`config.mk`:
```
export PLATFORM = sky130hd
export DESIGN_NAME = dbg_reg_seq
export DESIGN_NICKNAME = d
export VERILOG_FILES = /design/src/rtl/dbg_reg_seq_pkg.sv /design/src/rtl/scan_chain_tracker.sv /design/src/rtl/scan_step_decoder.sv /design/src/rtl/scan_step_ctrl.sv /design/src/rtl/dbg_reg_seq.sv
export SDC_FILE = /design/constraint.sdc
export NUM_CORES = 1
export LEC_CHECK = 0
export BUFFER_PORTS_ARGS = -buffer_cell sky130_fd_sc_hd__buf_2
export CAP_MARGIN = 20
export CORE_ASPECT_RATIO = 2
export CORE_MARGIN = 3
export CORE_UTILIZATION = 45
export CTS_CLUSTER_DIAMETER = 150
export CTS_CLUSTER_SIZE = 25
export DETAILED_ROUTE_END_ITERATION = 6
export PLACE_DENSITY = 0.88
export SETUP_SLACK_MARGIN = 0.3
export SYNTH_ARGS = -nofsm -noshare
export SYNTH_HDL_FRONTEND = slang
export SYNTH_SLANG_ARGS = --single-unit
```
`constraint.sdc`:
```
create_clock -name clk -period 3.3 [get_ports clk]
set_input_delay 0.33 -clock clk [delete_from_list [all_inputs] [get_ports clk]]
set_output_delay 0.33 -clock clk [all_outputs]
set_load 0.1 [all_outputs]
```
`src/rtl/dbg_reg_seq_pkg.sv`:
```
// Shared widths, step encoding and scan request record for the sequencer.
package dbg_reg_seq_pkg;
    parameter int DATA_W  = 32;
    parameter int ADDR_W  = 5;
    parameter int SHIFT_W = DATA_W + ADDR_W + 1;
    parameter int LEN_W   = $clog2(SHIFT_W + 1);

    typedef enum logic [2:0] {
        STEP_IDLE,
        STEP_SEL_IR,
        STEP_SEL_DR,
        STEP_TEST_IR,
        STEP_WR_DR,
        STEP_RD_ADDR,
        STEP_RD_DATA
    } step_e;

    typedef struct packed {
        logic               ir;
        logic               noidle;
        logic [LEN_W-1:0]   len;
        logic [SHIFT_W-1:0] tdi;
    } scan_op_t;
endpackage

```
`src/rtl/scan_chain_tracker.sv`:
```
// Remembers which scan chain the TAP is routed to.
// Assumes: set_pulse arrives when the chain-number shift is acknowledged;
// forget has priority over set in the same cycle.
module scan_chain_tracker #(
    parameter int CHAIN_LEN = 4,
    parameter logic [CHAIN_LEN-1:0] CHAIN_ID = 2
) (
    input  logic                 clk,
    input  logic                 rst_n,
    input  logic                 set_pulse,
    input  logic [CHAIN_LEN-1:0] set_chain,
    input  logic                 forget,
    output logic                 hit
);
    logic                 known_q;
    logic [CHAIN_LEN-1:0] chain_q;

    // Track routed chain; clear on reset or outside IR load.
    always_ff @(posedge clk) begin
        if (!rst_n || forget) begin
            known_q <= 1'b0;
            chain_q <= '0;
        end else if (set_pulse) begin
            known_q <= 1'b1;
            chain_q <= set_chain;
        end
    end

    // Hit when the remembered chain is the target chain.
    always_comb hit = known_q && (chain_q == CHAIN_ID);


    forget_clears_chk: assert property (@(posedge clk) disable iff (!rst_n)
        forget |=> !hit);
endmodule

```
`src/rtl/scan_step_decoder.sv`:
```
// Turns the current step and held command into one scan request record.
// Assumes: codes fit in IR_LEN bits and the chain number in CHAIN_LEN bits.
module scan_step_decoder
    import dbg_reg_seq_pkg::*;
#(
    parameter int IR_LEN    = 4,
    parameter int CHAIN_LEN = 4,
    parameter logic [IR_LEN-1:0]    IR_CHAIN_SEL = 4'h2,
    parameter logic [IR_LEN-1:0]    IR_INTEST    = 4'hC,
    parameter logic [CHAIN_LEN-1:0] CHAIN_ID     = 2
) (
    input  step_e             step,
    input  logic [ADDR_W-1:0] addr,
    input  logic [DATA_W-1:0] wdata,
    output scan_op_t          op
);
    localparam logic [LEN_W-1:0] IR_BITS    = LEN_W'(IR_LEN);
    localparam logic [LEN_W-1:0] CHAIN_BITS = LEN_W'(CHAIN_LEN);
    localparam logic [LEN_W-1:0] WR_BITS    = LEN_W'(SHIFT_W);
    localparam logic [LEN_W-1:0] RA_BITS    = LEN_W'(ADDR_W + 1);
    localparam logic [LEN_W-1:0] RD_BITS    = LEN_W'(DATA_W);

    // Build the request fields for each step.
    always_comb begin
        op = '0;
        unique case (step)
            STEP_SEL_IR: begin
                op.ir = 1'b1; op.noidle = 1'b1; op.len = IR_BITS;
                op.tdi[IR_LEN-1:0] = IR_CHAIN_SEL;
            end
            STEP_SEL_DR: begin
                op.noidle = 1'b1; op.len = CHAIN_BITS;
                op.tdi[CHAIN_LEN-1:0] = CHAIN_ID;
            end
            STEP_TEST_IR: begin
                op.ir = 1'b1; op.noidle = 1'b1; op.len = IR_BITS;
                op.tdi[IR_LEN-1:0] = IR_INTEST;
            end
            STEP_WR_DR: begin
                op.len = WR_BITS;
                op.tdi = {1'b1, addr, wdata};
            end
            STEP_RD_ADDR: begin
                op.len = RA_BITS;
                op.tdi[ADDR_W:0] = {1'b0, addr};
            end
            STEP_RD_DATA: op.len = RD_BITS;
            default: op = '0;
        endcase
    end
endmodule

```
`src/rtl/scan_step_ctrl.sv`:
```
// Walks routing and access steps for one command at a time.
// Assumes: the shift engine pulses ack once per request and accepts a new
// request only in the cycle after that ack.
module scan_step_ctrl
    import dbg_reg_seq_pkg::*;
(
    input  logic              clk,
    input  logic              rst_n,
    input  logic              cmd_valid,
    input  logic              cmd_write,
    input  logic [ADDR_W-1:0] cmd_addr,
    input  logic [DATA_W-1:0] cmd_wdata,
    input  logic              chain_hit,
    input  logic              sh_ack,
    input  logic [DATA_W-1:0] sh_tdo,
    output step_e             step,
    output logic [ADDR_W-1:0] held_addr,
    output logic [DATA_W-1:0] held_wdata,
    output logic              chain_set,
    output logic              busy,
    output logic              rd_valid,
    output logic [DATA_W-1:0] rd_data
);
    step_e step_q, step_d;
    logic  write_q;
    logic  accept;

    always_comb accept = cmd_valid && (step_q == STEP_IDLE);

    // Choose the next step from the current one and the acknowledge.
    always_comb begin
        step_d = step_q;
        unique case (step_q)
            STEP_IDLE:    if (accept) step_d = chain_hit ? STEP_TEST_IR : STEP_SEL_IR;
            STEP_SEL_IR:  if (sh_ack) step_d = STEP_SEL_DR;
            STEP_SEL_DR:  if (sh_ack) step_d = STEP_TEST_IR;
            STEP_TEST_IR: if (sh_ack) step_d = write_q ? STEP_WR_DR : STEP_RD_ADDR;
            STEP_WR_DR:   if (sh_ack) step_d = STEP_IDLE;
            STEP_RD_ADDR: if (sh_ack) step_d = STEP_RD_DATA;
            STEP_RD_DATA: if (sh_ack) step_d = STEP_IDLE;
            default:      step_d = STEP_IDLE;
        endcase
    end

    // Step register.
    always_ff @(posedge clk) begin
        if (!rst_n) step_q <= STEP_IDLE;
        else        step_q <= step_d;
    end

    // Hold the command fields for the whole access.
    always_ff @(posedge clk) begin
        if (!rst_n) begin
            write_q    <= 1'b0;
            held_addr  <= '0;
            held_wdata <= '0;
        end else if (accept) begin
            write_q    <= cmd_write;
            held_addr  <= cmd_addr;
            held_wdata <= cmd_wdata;
        end
    end

    // Capture read result and strobe it once.
    always_ff @(posedge clk) begin
        if (!rst_n) begin
            rd_valid <= 1'b0;
            rd_data  <= '0;
        end else begin
            rd_valid <= (step_q == STEP_RD_DATA) && sh_ack;
            if ((step_q == STEP_RD_DATA) && sh_ack) rd_data <= sh_tdo;
        end
    end

    always_comb begin
        step      = step_q;
        busy      = (step_q != STEP_IDLE);
        chain_set = (step_q == STEP_SEL_DR) && sh_ack;
    end


    accept_busy_chk: assert property (@(posedge clk) disable iff (!rst_n)
        (cmd_valid && !busy) |=> busy);

    rd_pulse_chk: assert property (@(posedge clk) disable iff (!rst_n)
        rd_valid |=> !rd_valid);

    rd_idle_chk: assert property (@(posedge clk) disable iff (!rst_n)
        rd_valid |-> !busy);
endmodule

```
`src/rtl/dbg_reg_seq.sv`:
```
// Top: debug register bank access sequencer over a scan-shift engine.
// Assumes: engine handshake per scan_step_ctrl; chain cache flushed by
// raw_ir_load whenever any other agent loads the TAP instruction register.
module dbg_reg_seq
    import dbg_reg_seq_pkg::*;
#(
    parameter int IR_LEN    = 4,
    parameter int CHAIN_LEN = 4,
    parameter logic [IR_LEN-1:0]    IR_CHAIN_SEL = 4'h2,
    parameter logic [IR_LEN-1:0]    IR_INTEST    = 4'hC,
    parameter logic [CHAIN_LEN-1:0] CHAIN_ID     = 2
) (
    input  logic               clk,
    input  logic               rst_n,
    input  logic               cmd_valid,
    output logic               cmd_ready,
    input  logic               cmd_write,
    input  logic [ADDR_W-1:0]  cmd_addr,
    input  logic [DATA_W-1:0]  cmd_wdata,
    output logic               busy,
    output logic               rd_valid,
    output logic [DATA_W-1:0]  rd_data,
    input  logic               raw_ir_load,
    output logic               sh_req,
    output logic               sh_ir,
    output logic               sh_noidle,
    output logic [LEN_W-1:0]   sh_len,
    output logic [SHIFT_W-1:0] sh_tdi,
    input  logic               sh_ack,
    input  logic [DATA_W-1:0]  sh_tdo
);
    step_e             step;
    logic [ADDR_W-1:0] held_addr;
    logic [DATA_W-1:0] held_wdata;
    logic              chain_set;
    logic              chain_hit;
    scan_op_t          op;

    scan_chain_tracker #(.CHAIN_LEN(CHAIN_LEN), .CHAIN_ID(CHAIN_ID)) u_track (
        .clk(clk), .rst_n(rst_n), .set_pulse(chain_set),
        .set_chain(CHAIN_ID), .forget(raw_ir_load), .hit(chain_hit)
    );

    scan_step_ctrl u_ctrl (
        .clk(clk), .rst_n(rst_n), .cmd_valid(cmd_valid), .cmd_write(cmd_write),
        .cmd_addr(cmd_addr), .cmd_wdata(cmd_wdata), .chain_hit(chain_hit),
        .sh_ack(sh_ack), .sh_tdo(sh_tdo), .step(step), .held_addr(held_addr),
        .held_wdata(held_wdata), .chain_set(chain_set), .busy(busy),
        .rd_valid(rd_valid), .rd_data(rd_data)
    );

    scan_step_decoder #(
        .IR_LEN(IR_LEN), .CHAIN_LEN(CHAIN_LEN), .IR_CHAIN_SEL(IR_CHAIN_SEL),
        .IR_INTEST(IR_INTEST), .CHAIN_ID(CHAIN_ID)
    ) u_dec (
        .step(step), .addr(held_addr), .wdata(held_wdata), .op(op)
    );

    // Drive the engine request and the command handshake.
    always_comb begin
        cmd_ready = !busy;
        sh_req    = busy;
        sh_ir     = op.ir;
        sh_noidle = op.noidle;
        sh_len    = op.len;
        sh_tdi    = op.tdi;
    end


    req_hold_chk: assert property (@(posedge clk) disable iff (!rst_n)
        (sh_req && !sh_ack) |=> (sh_req && $stable(sh_ir) && $stable(sh_len) && $stable(sh_tdi)));

    ir_noidle_chk: assert property (@(posedge clk) disable iff (!rst_n)
        (sh_req && sh_ir) |-> sh_noidle);
endmodule

```
==> results of run 1 <==
## power groups by stage
stage / registers [W] / clock network, W / logic [W]
3_3_place_gp: 0.00102 / 0 / 0.000530
6_report: 0.00101 / 0.000922 / 0.000535
4_1_cts: 0.00100 / 0.000954 / 0.000537
2_1_floorplan: 0.00101 / 0 / 0.000464
3_5_place_dp: 0.00102 / 0 / 0.000536
5_1_grt: 0.00101 / 0.000993 / 0.000572
## through the flow
step           instances  cell area [um^2]  total power, W  setup WS [ns]
2_1_floorplan        410              3290         0.00147          0.321
3_3_place_gp         615              4010         0.00155           1.13
3_5_place_dp         615              4010         0.00156           1.11
4_1_cts              631              4300         0.00250          0.754
5_1_grt              631              4300         0.00258          0.573
6_report             631              4300         0.00246          0.744
## cell usage after synthesis
cell type,instances,area (um^2)
a21boi_0,22,165
a21boi_1,10,75.1
a21o_1,1,7.51
a21oi_1,3,15.0
a221oi_1,1,8.76
a22o_1,2,17.5
a2bb2oi_1,1,8.76
a31o_2,1,8.76
a31oi_1,3,18.8
and2_1,2,12.5
and3_1,32,200
and4b_1,1,10.0
buf_1,1,3.75
buf_2,14,70.1
buf_4,5,37.5
buf_6,6,67.6
clkbuf_1,18,67.6
conb_1,1,3.75
dfxtp_1,75,1500
inv_1,5,18.8
mux2_2,1,11.3
mux2i_1,3,30.0
nand2_1,104,390
nand2b_1,1,6.26
nand3_1,38,190
nand3b_1,1,7.51
nand4b_1,1,8.76
nor2_1,5,18.8
nor2b_1,4,25.0
nor3_1,1,5.00
nor3b_1,1,7.51
nor4b_4,1,23.8
o211ai_1,2,15.0
o21ai_0,40,200
o2bb2ai_1,1,8.76
## path summary, 6_finish.rpt
kind / endpoint / slack (ns) / cells after the start
worst max register to register: u_ctrl.held_wdata[8] / 1.42 / 4
worst min register to register: u_ctrl.rd_data[12] / 0.45 / 2
worst max-delay path: sh_tdi[37] / 0.74 / 4
worst min-delay path: u_track.known_q / 0.18 / 2
## final cells by class
type / count / area (um^2) / share of cell area, %
Timing Repair Buffer: 159 / 853 / 19.8
Clock buffer: 15 / 288 / 6.69
Sequential cell: 75 / 1500 / 34.9
Tap cell: 90 / 113 / 2.62
Multi-Input combinational cell: 286 / 1530 / 35.4
Inverter: 5 / 18.8 / 0.436
Clock inverter: 1 / 5.00 / 0.116
## metal layers
metal  share of wire, %  GRT usage (%)  wire, um
met5                  0              0         0
met4                2.5           10.2       198
met3                6.8           6.02       538
met2                 55           34.9      4310
met1                 36           19.8      2840
## sequential cells by signal (all words and copies together), names as in the netlist
signal,flops
u_ctrl.rd_valid,1
u_ctrl.held_wdata,32
u_ctrl.held_addr,5
u_ctrl.step,3
u_ctrl.write_q,1
u_ctrl.rd_data,32
u_track.known_q,1
## kinds of logic after synthesis
logic type	count (synthesis)	synth area share (%)
muxes	4	1.26
DFF	75	46.0
other	1	0.115
and+or+nand+nor	192	27.7
buffers and inverters	49	8.12
AOI/OAI and AO/OA	87	16.8
==> reports/results.txt, run 1 <==
The run finished with clean final reports. The maximum cell stage delay along the critical path came out at 0.73 ns. The worst hold path begins at raw_ir_load. The critical path is of the register to primary output type. Number of port buffers: 153. The switching share of power is 32.0%. Clock latency on the worst-skew pair, taken at its later pin, is 0.32 ns. The tools report the arrival time at the worst endpoint as 2.23 ns. Setup repair after global routing left no endpoint under its margin.

In the final layout, the share of cells above drive strength 1 is 32.9%. Buffers inserted during clock tree synthesis total 9. The tools report the sort of element at the start of the critical path as a register. The logs give 611 for the number of nets in the final layout and 391 MHz for the upper clock frequency limit. After global routing the overflow that remains totals 0. Slew at the pin closest to its max-slew limit: 0.872 ns. The share of total power dissipated in sequential elements is 40.8%. The library cells used most frequently in the layout, excluding fill and tap cells, are 151 x buf_2, 104 x nand2_1, 75 x dfxtp_1.

The analysis attributes to cell leakage a power of 2.07 nW. The tools report the number of failing setup endpoints in the final timing report as 0. The longest clock path from root to sink contains 2 buffers. The wire-length estimate of the detail-placed layout is 5810 um. The run gives 0 as the number of failing hold endpoints at the final stage.

The logs give 0 for the post-CTS setup buffer count and 3222 for the total number of vias. The startpoint identified for the worst register-to-register timing path is u_ctrl.step[0]. On the critical path, the stage with the largest delay is an instance of dfxtp_1.

The run gives 0 as the number of pins with negative max-slew slack in the final report. The worst min-delay path class is input port to register. Number of cells produced by synthesis: 408.

TritonCTS built the clock tree. VDD sags by at most 0.000444 V. Clock-pin slew was measured on the worst setup and hold paths at 0.05 ns. The critical path goes through nor2b_1, buf_4, and2_1, buf_2. The critical path starts at u_ctrl.step[2]. Averaged over all synthesized cells, the footprint is 8.01 um^2.

The count of fill cells added during filler insertion is 624, and the largest net degree at the start of global routing is 75. The layout overhead on the synthesized area came out at 31.8%. The global-route wire length before repair came out at 13100 um.

On the critical path the largest part of the delay comes from flip-flops. The required time of the worst setup path was 2.97 ns; the number of nets with antenna violations after detailed routing was 0. The die is 66.3 um wide.

Counting every sink on the clock net gives 75. The part of the total power dissipated in combinational logic was 21.7%. The library cell used most frequently in the layout, excluding fill and tap cells, is buf_2.

Power spread over the standard cell area amounts to 572 nW/um^2. The cell area that synthesis handed to floorplanning was 3270 um^2. Routed via count divided by cell count: 5.11.

The worst pin sits at a relative slew slack of 41.9%. STA classifies the critical path endpoint as a primary output. For the post-route core utilization, the log shows 61.5%. The number of antenna violations at the first check in global routing came out at 0.

Hold repair after CTS inserted 0 buffers. Post-CTS repair changed the size of 0 cells. The logs give 0.000787 W for the net load switching power and 115 for the number of DRC markers in iteration 0. The share of the Yosys chip area taken by registers is 46.0%. For the antenna diode count, the log shows 0. The tools report the accumulated negative setup slack as 0 ns. The period utilization works out to 77.4%. The register bit total from synthesis came out at 75.

The height of the chip is 126 um, and the maximum fanout count along the critical path is 34. The worst path in the final design needs a cycle of 2.56 ns, including I/O delays and setup. During synthesis, Yosys emitted a total of 0 warnings. The die covers 8380 um^2. Global routing used 19.6% of the available tracks.

The buffering stage count on the worst path with inverters included was 2; the average wire length per cell after detail routing was 12.5 um. After floorplanning, the core was sized to cover 6990 um^2. Clock root buffer master: clkbuf_16. For the deepest level of the CTS H-tree, the log shows 3. In the routed design, unresolved DRC markers number 0. The number of core rows is 43. The count of distinct cell types in the synthesized netlist was 35; the total iterations of the first detailed-routing run was 5. Once the floorplan was initialized, standard cells occupied 46.7% of the core. After detailed routing, the total wire length is 7880 um. 157 I/O pins were placed. The number of maximum-capacitance constraint violations came out at 0. Between clock sinks in the finished design, the worst skew comes to 0.00437 ns.

Weighted congestion at the end of routability-driven global placement: 0.801. The clock share of power was 37.4%; the internal power of the cells was 0.00168 W. On the final layout, the worst hold slack is 0.185 ns.

Number of global-route vias before repair: 3117.
(Power assumes the default switching activity.)
==> run 2: changes to the inputs <==
==> constraint.sdc (replaced) <==
create_clock -name clk -period 2.6 [get_ports clk]
set_input_delay 0.26 -clock clk [delete_from_list [all_inputs] [get_ports clk]]
set_output_delay 0.26 -clock clk [all_outputs]
set_load 0.1 [all_outputs]
==> run 2 against run 1 <==
Against the previous run:
- clock skew is 0.0013 ns higher
- critical path depth up 3
- sequential power is 25% higher
- register-to-register slack worse by 0.46 ns
- worst setup slack got worse by 0.27 ns
- non-clock buffer count increased by 4
- combinational power rose by 45%
- via count up 2.4%
- sequential share of layout area shrank 4.1 points
- power rose by 32%
==> reports/results.txt, run 2 (synthesis gave the netlist of run 1 again) <==
The flow ran to the end, and the final reports show no timing, DRC or antenna violations. The startpoint identified for the worst register-to-register timing path is u_ctrl.step[1]. Registers take 1500 um^2.

At the end of routability-driven placement, the weighted congestion stood at 0.810. In the final layout, the share of cells above drive strength 1 is 36.2%. Summing all multi-input logic gate instances after layout gives 1560 um^2. The total clock buffers created by CTS is 9. The initial standard-cell utilization of the core was 46.7%; the number of global-route vias before repair was 3165. TritonCTS built the clock tree.

The number of pins with negative max-slew slack in the final report was 0; the number of maximum-capacitance constraint violations was 0. The number of failing hold endpoints at the final stage was 0. The tools report the clock root buffer master as clkbuf_16. The run gives 2 as the maximum clock path buffer count. For the count of fill cells added during filler insertion, the log shows 526. For this run, the total global-route usage over all layers was measured as 22.3%. The number of core rows is 43, and the number of antenna violations at the first check in global routing is 0.

For this run, the top clock speed supported by timing is 470 MHz. The part of the total power dissipated in combinational logic was 23.8%. The net load switching power is 0.00104 W, and the number of nets with antenna violations after detailed routing is 0.

The switching share of power is 32.0%. The total area inside the core boundary comes to 6990 um^2. The period utilization was 81.8%.

Worst min-delay path class: input port to register. The tools report the startpoint of the most critical hold path as raw_ir_load. In the final layout, the registers with the most flip-flops are u_ctrl.held_wdata: 32 flops, u_ctrl.rd_data: 32 flops, u_ctrl.held_addr: 5 flops. The routed via count divided by cell count is 5.21. The clock share of power is 37.5%.

The sort of element at the start of the critical path is a register. The maximum fanout count along the critical path works out to 14. The remaining global-route overflow was 0. For the worst-skew pair, the clock arrives at the later sink with an insertion delay of 0.33 ns.

The logs give 0.733 ns for the worst slack after detailed placement and 58.9% for the relative slew slack. Setup violations remaining at the end of the flow were counted as 0. For this design the static power due to leakage is 2.16 nW. The number of port buffers is 153. The number of DRC markers in iteration 0 was 149; the clock sink count was 75. Setup repair after global routing left no endpoint under its margin. The kind of critical path was register to primary output. The layout overhead on the synthesized area is 49.6%, and the antenna diode count is 0. In the final design database the tool counted 615 nets. Of the total power, registers draw 38.7%. The final layout contains routed wiring with a total length of 9190 um. For this run, design rule violations remaining after detail routing come to 0. The run gives 6740 um as the detailed placer's ending HPWL.

The height of the chip was 126 um. The clock arrives with 0.00564 ns of skew. The tools report the start point of the critical path as u_ctrl.step[1]. The routed layout has 3300 vias. The total iterations of the first detailed-routing run is 5.

The slew at the pin closest to its max-slew limit was 0.617 ns; the global-route wire length before repair was 14500 um. The arrival time at the worst endpoint was 1.87 ns; the post-placement cell count was 619. For the deepest level of the CTS H-tree, the log shows 3. From left edge to right edge, the die measures 66.3 um.

The final period demand of the worst path works out to 2.13 ns. STA classifies the critical path endpoint as a primary output. Power spread over the standard cell area amounts to 666 nW/um^2.

The most frequent standard cell in the layout excluding fill and tap cells was buf_2. Entering global routing, the biggest net connects 77 pins. After clock tree synthesis, the clock-pin slew on the worst setup and hold paths is 0.05 ns. The count of cells in the finished layout, fillers not included, comes to 634. The internal power of the cells came out at 0.00221 W. In the layout the commonest cells are 117 x buf_2, 103 x nand2_1, 74 x dfxtp_1.

The setup slack after layout is 0.474 ns, and the average wire length per cell after detail routing is 14.5 um. 157 I/O pins were placed. STA puts the critical path data required time at 2.34 ns. The area of the die is 8380 um^2. IR analysis of the VDD net gives a maximum drop of 0.000501 V.

The post-route core utilization was 69.9%.
## run 2: final timing paths
kind         cells past startpoint             endpoint  slack, ns
max                              7            sh_tdi[3]       0.47
min reg2reg                      2   u_ctrl.rd_data[16]       0.45
min                              2      u_track.known_q       0.10
max reg2reg                      4  u_ctrl.held_addr[4]       0.96
## run 2: per-stage QoR
| stage | setup TNS [ns] | instance area [um^2] | hold slack, ns | total power, W |
|---|---|---|---|---|
| after floorplan | -0.284 | 3360 | 0.336 | 0.00190 |
| after global placement | 0 | 4590 | 0.424 | 0.00203 |
| after detailed placement | 0 | 4590 | 0.436 | 0.00205 |
| after CTS | 0 | 4880 | 0.0858 | 0.00328 |
| after global routing | 0 | 4890 | 0.101 | 0.00338 |
| final | 0 | 4890 | 0.105 | 0.00325 |
## run 2: cell type report
cell class                 count  area share [%]
multi-input combinational    286            31.9
sequential                    75            30.7
timing repair buffer         163            28.5
clock buffer                  13            5.32
tap                           90            2.30
clock inverter                 2           0.717
inverter                       5           0.537
## run 2: power groups by stage
stage	Clock (W)	Combinational [W]	Sequential [W]
after floorplan	0	0.000618	0.00128
after global placement	0	0.000757	0.00127
after detailed placement	0	0.000772	0.00128
after CTS	0.00125	0.000776	0.00126
after global routing	0.00130	0.000819	0.00126
final	0.00122	0.000776	0.00126
## run 2: critical path, cell delays in order (launching register included)
cell and delay (ns):
dfxtp_1 0.31, buf_4 0.20, inv_1 0.16, nand2_2 0.17, clkinvlp_4 0.12, a21o_1 0.18, a22o_2 0.22, buf_12 0.17
## run 2: per-layer routing
layer	wire [um]	global-route usage [%]	part of all wire, %	vias to the layer above
met3	553	7.09	6.0	28
met2	5010	39.3	54	135
met4	385	11.4	4.2	0
met5	0	0	0	-
li1	-	-	-	1624
met1	3240	22.5	35	1513
## run 2: timing repair
item,in CTS,in global routing
gates resized for setup,0,3
setup buffers,0,0
hold buffers,0,0
endpoints found under the setup margin,0,2
==> run 3: changes to the inputs <==
--- a/config.mk
+++ b/config.mk
@@ -9,11 +9,11 @@
 export CAP_MARGIN = 20
 export CORE_ASPECT_RATIO = 2
 export CORE_MARGIN = 3
-export CORE_UTILIZATION = 45
+export CORE_UTILIZATION = 42
 export CTS_CLUSTER_DIAMETER = 150
 export CTS_CLUSTER_SIZE = 25
 export DETAILED_ROUTE_END_ITERATION = 6
-export PLACE_DENSITY = 0.88
+export PLACE_DENSITY = 0.87
 export SETUP_SLACK_MARGIN = 0.3
 export SYNTH_ARGS = -nofsm -noshare
 export SYNTH_HDL_FRONTEND = slang
==> constraint.sdc (replaced) <==
create_clock -name clk -period 1.7 [get_ports clk]
set_input_delay 0.17 -clock clk [delete_from_list [all_inputs] [get_ports clk]]
set_output_delay 0.17 -clock clk [all_outputs]
set_load 0.1 [all_outputs]
==> run 3 against run 2 <==
Against the previous run:
- the run now ends with negative setup slack left
- highest routed layer unchanged
- register-to-register slack lost 0.89 ns
- largest power group is now combinational cells
- critical endpoint is now sh_tdi[26]
- non-clock buffer count grew 54
- largest cell class is now non-clock buffers
- cell count grew 9.1%
- sequential share of layout area shrank 8.3 points
- global-route usage grew 7.3 points
- clock power grew 44%
- cell area grew 38%
- wire length grew 72%
==> reports/results.txt, run 3 (synthesis gave the netlist of run 1 again) <==
Across all hold checks on the routed design, the worst slack comes to 0.0455 ns. Across the routed clock network, the largest skew measured is 0.00977 ns. The area of all placed cells without fillers was 6740 um^2. The clock network is responsible for 29.2% of the overall power. The global-route wire length before repair was 19000 um. The critical path goes through nor2b_4, buf_12, and3_4, buf_12.

In this run, CTS created clock tree buffers numbering 9. The logs give 629 for the post-placement cell count and 0 for the number of nets with antenna violations after detailed routing. The family of cells with the greatest summed delay on the critical path was simple AND/OR/NAND/NOR gates. STA classifies the critical path endpoint as a primary output. Summing all placed instances gives a cell area of 5010 um^2.

Following the worst setup path forward leads to its endpoint at sh_tdi[26]. For the worst setup path, the data arrival time is 1.59 ns. For the worst flop-to-flop path, the logic depth is 9.

The number of maximum-capacitance constraint violations is 0. The cell leakage power was 2.84 nW; the detailed-route wire length was 15800 um. Total iterations of the first detailed-routing run: 4. The final critical path takes up 104% of the cycle.

Among all stages on the critical path, the largest delay is contributed by dfxtp_4. The buffering stage count on the worst path with inverters included was 2. Setup repair after global routing could not meet its margin everywhere.

Remaining global-route overflow: 0. In this run the power density over the cells is 894 nW/um^2. Layout overhead on the synthesized area: 106%.

The number of global-route vias before repair was 3744; the maximum clock path buffer count was 2. The path length in cells of the critical path is 4. The deepest level of the CTS H-tree came out at 3.

The critical path starts at u_ctrl.step[2]. Of the total power, the share spent switching nets is 34.9%. Global routing used 29.5% of the available tracks. In this run, the combinational gates consume 38.4% of the power. The run finished, with violations left. The maximum fanout count along the critical path is 17, and the count of fill cells added during filler insertion is 270. The logs give -0.0605 ns for the setup slack after layout and 1.53 ns for the required time of the worst setup path. In this run the critical register-to-register path is captured at u_ctrl.held_wdata[18]. 157 I/O pins were placed.

The clock root buffer master is clkbuf_16. The number of core rows was 44. The beginning of the worst register-to-register path is u_ctrl.step[1]. The critical path in this run is classified as register to primary output. The most numerous cell on the critical path was buf_12.

The number of nets in the final layout was 669. In this run the standard cell core region covers 7430 um^2. The number of remaining DRC errors was 0. After clock tree synthesis, the clock-pin slew on the worst setup and hold paths is 0.06 ns. Entering global routing, the biggest net connects 56 pins. The detailed placer's ending HPWL is 7450 um, and the portion of total power attributed to sequential cells is 32.4%. The routed via count divided by cell count is 5.71. The library cell used most frequently in the layout, excluding fill and tap cells, is buf_2.

For the initial standard-cell utilization of the core, the log shows 44.0%. Timing would allow up to 568 MHz. For this block, the initial DRC count from the detailed router was 253.

Once layout is complete, the utilization of the core stands at 90.7%. TritonCTS built the clock tree. In the final layout, the share of cells above drive strength 1 is 65.2%.

The tools report the number of failing hold endpoints at the final stage as 0. The die is 131 um tall. The clock latency of the later-clocked register in the worst-skew pair was 0.35 ns. Number of pins with negative max-slew slack in the final report: 0. IR analysis of the VDD net gives a maximum drop of 0.000919 V.

The internal power of the cells is 0.00393 W, and the x dimension of the die is 68.4 um. The final cell count without fillers is 692. The area of the die is 8940 um^2, and the final period demand of the worst path is 1.76 ns. The congestion estimate from routability-driven global placement came to 0.825. The final reports fail on negative setup slack.

Across all register-to-register paths, the minimum setup slack is 0.07 ns. The run gives 1 as the number of antenna violations at the first check in global routing. The tools report the number of failing setup endpoints in the final timing report as 37.

The library cells used most frequently in the layout, excluding fill and tap cells, are 107 x buf_2, 72 x nand2_1, 72 x dfxtp_1. The number of port buffers is 153, and the total number of vias is 3953. The largest registers in the layout are u_ctrl.held_wdata: 32 flops, u_ctrl.rd_data: 32 flops, u_ctrl.held_addr: 5 flops.

The run gives 75 as the clock sink count. The sort of element at the start of the critical path was a register. On the worst path, the slowest cell contributes a delay of 0.38 ns.

The average wire length per cell after detail routing is 22.8 um, and the net load switching power is 0.00210 W. The worst min-delay path class is input port to register.
[run 3: per-layer routing]
layer	wire [um]	vias to the layer above	global-route usage, %
met5	0	-	0
met4	990	0	18.4
met3	866	73	7.78
met2	8950	216	55.0
met1	4980	1904	26.8
li1	-	1760	-
[run 3: timing repair]
| action | in CTS | in global routing |
|---|---|---|
| buffers inserted | 25 | 3 |
| hold endpoints to repair | 0 | 1 |
| gates cloned | 12 | 5 |
| hold buffers | 0 | 1 |
| pin swaps | 6 | 31 |
| setup endpoints to repair | 61 | 111 |
| gates resized for setup | 55 | 208 |
[run 3: layout make-up]
cell class	count	area [um^2]	share of cell area (%)
timing repair buffer	217	2450	36.4
multi-input combinational	286	2360	35.0
sequential	75	1510	22.4
clock buffer	11	253	3.75
tap	92	115	1.71
inverter	5	28.8	0.427
clock inverter	3	15.0	0.223
antenna	3	7.51	0.111
[run 3: per-stage QoR]
stage	setup WS, ns	total power (W)	TNS [ns]
floorplan	-1.09	0.00297	-3.90
global placement	0.177	0.00336	0
detailed placement	0.0988	0.00339	0
CTS	0.00762	0.00566	0
global route	-0.0938	0.00619	-2.77
finish	-0.0605	0.00603	-1.40
[run 3: worst min path at each step]
stage / from / endpoint / slack (ns) / cells past startpoint
after CTS: raw_ir_load / u_track.known_q / 0.0002 / 2
after floorplan: raw_ir_load / u_track.known_q / 0.25 / 1
after global placement: raw_ir_load / u_track.known_q / 0.35 / 2
final: cmd_wdata[16] / u_ctrl.held_wdata[16] / 0.05 / 3
after detailed placement: raw_ir_load / u_track.known_q / 0.35 / 2
after global routing: cmd_wdata[16] / u_ctrl.held_wdata[16] / 0.05 / 3
[run 3: power by group through the flow]
stage                     registers [W]  logic (W)  clock network (W)
after floorplan                 0.00197    0.00100                  0
after global placement          0.00196    0.00139                  0
after detailed placement        0.00197    0.00143                  0
after CTS                       0.00194    0.00199            0.00173
after global routing            0.00196    0.00238            0.00185
final                           0.00196    0.00231            0.00176
[run 3: worst register-to-register path: stages, from the launching register on]
cell and delay [ns]:
dfxtp_4 0.37, buf_6 0.13, buf_6 0.11, nor4b_4 0.21, buf_6 0.16, buf_6 0.12
buf_6 0.10, buf_16 0.14, nand3_2 0.09, o21ai_1 0.12
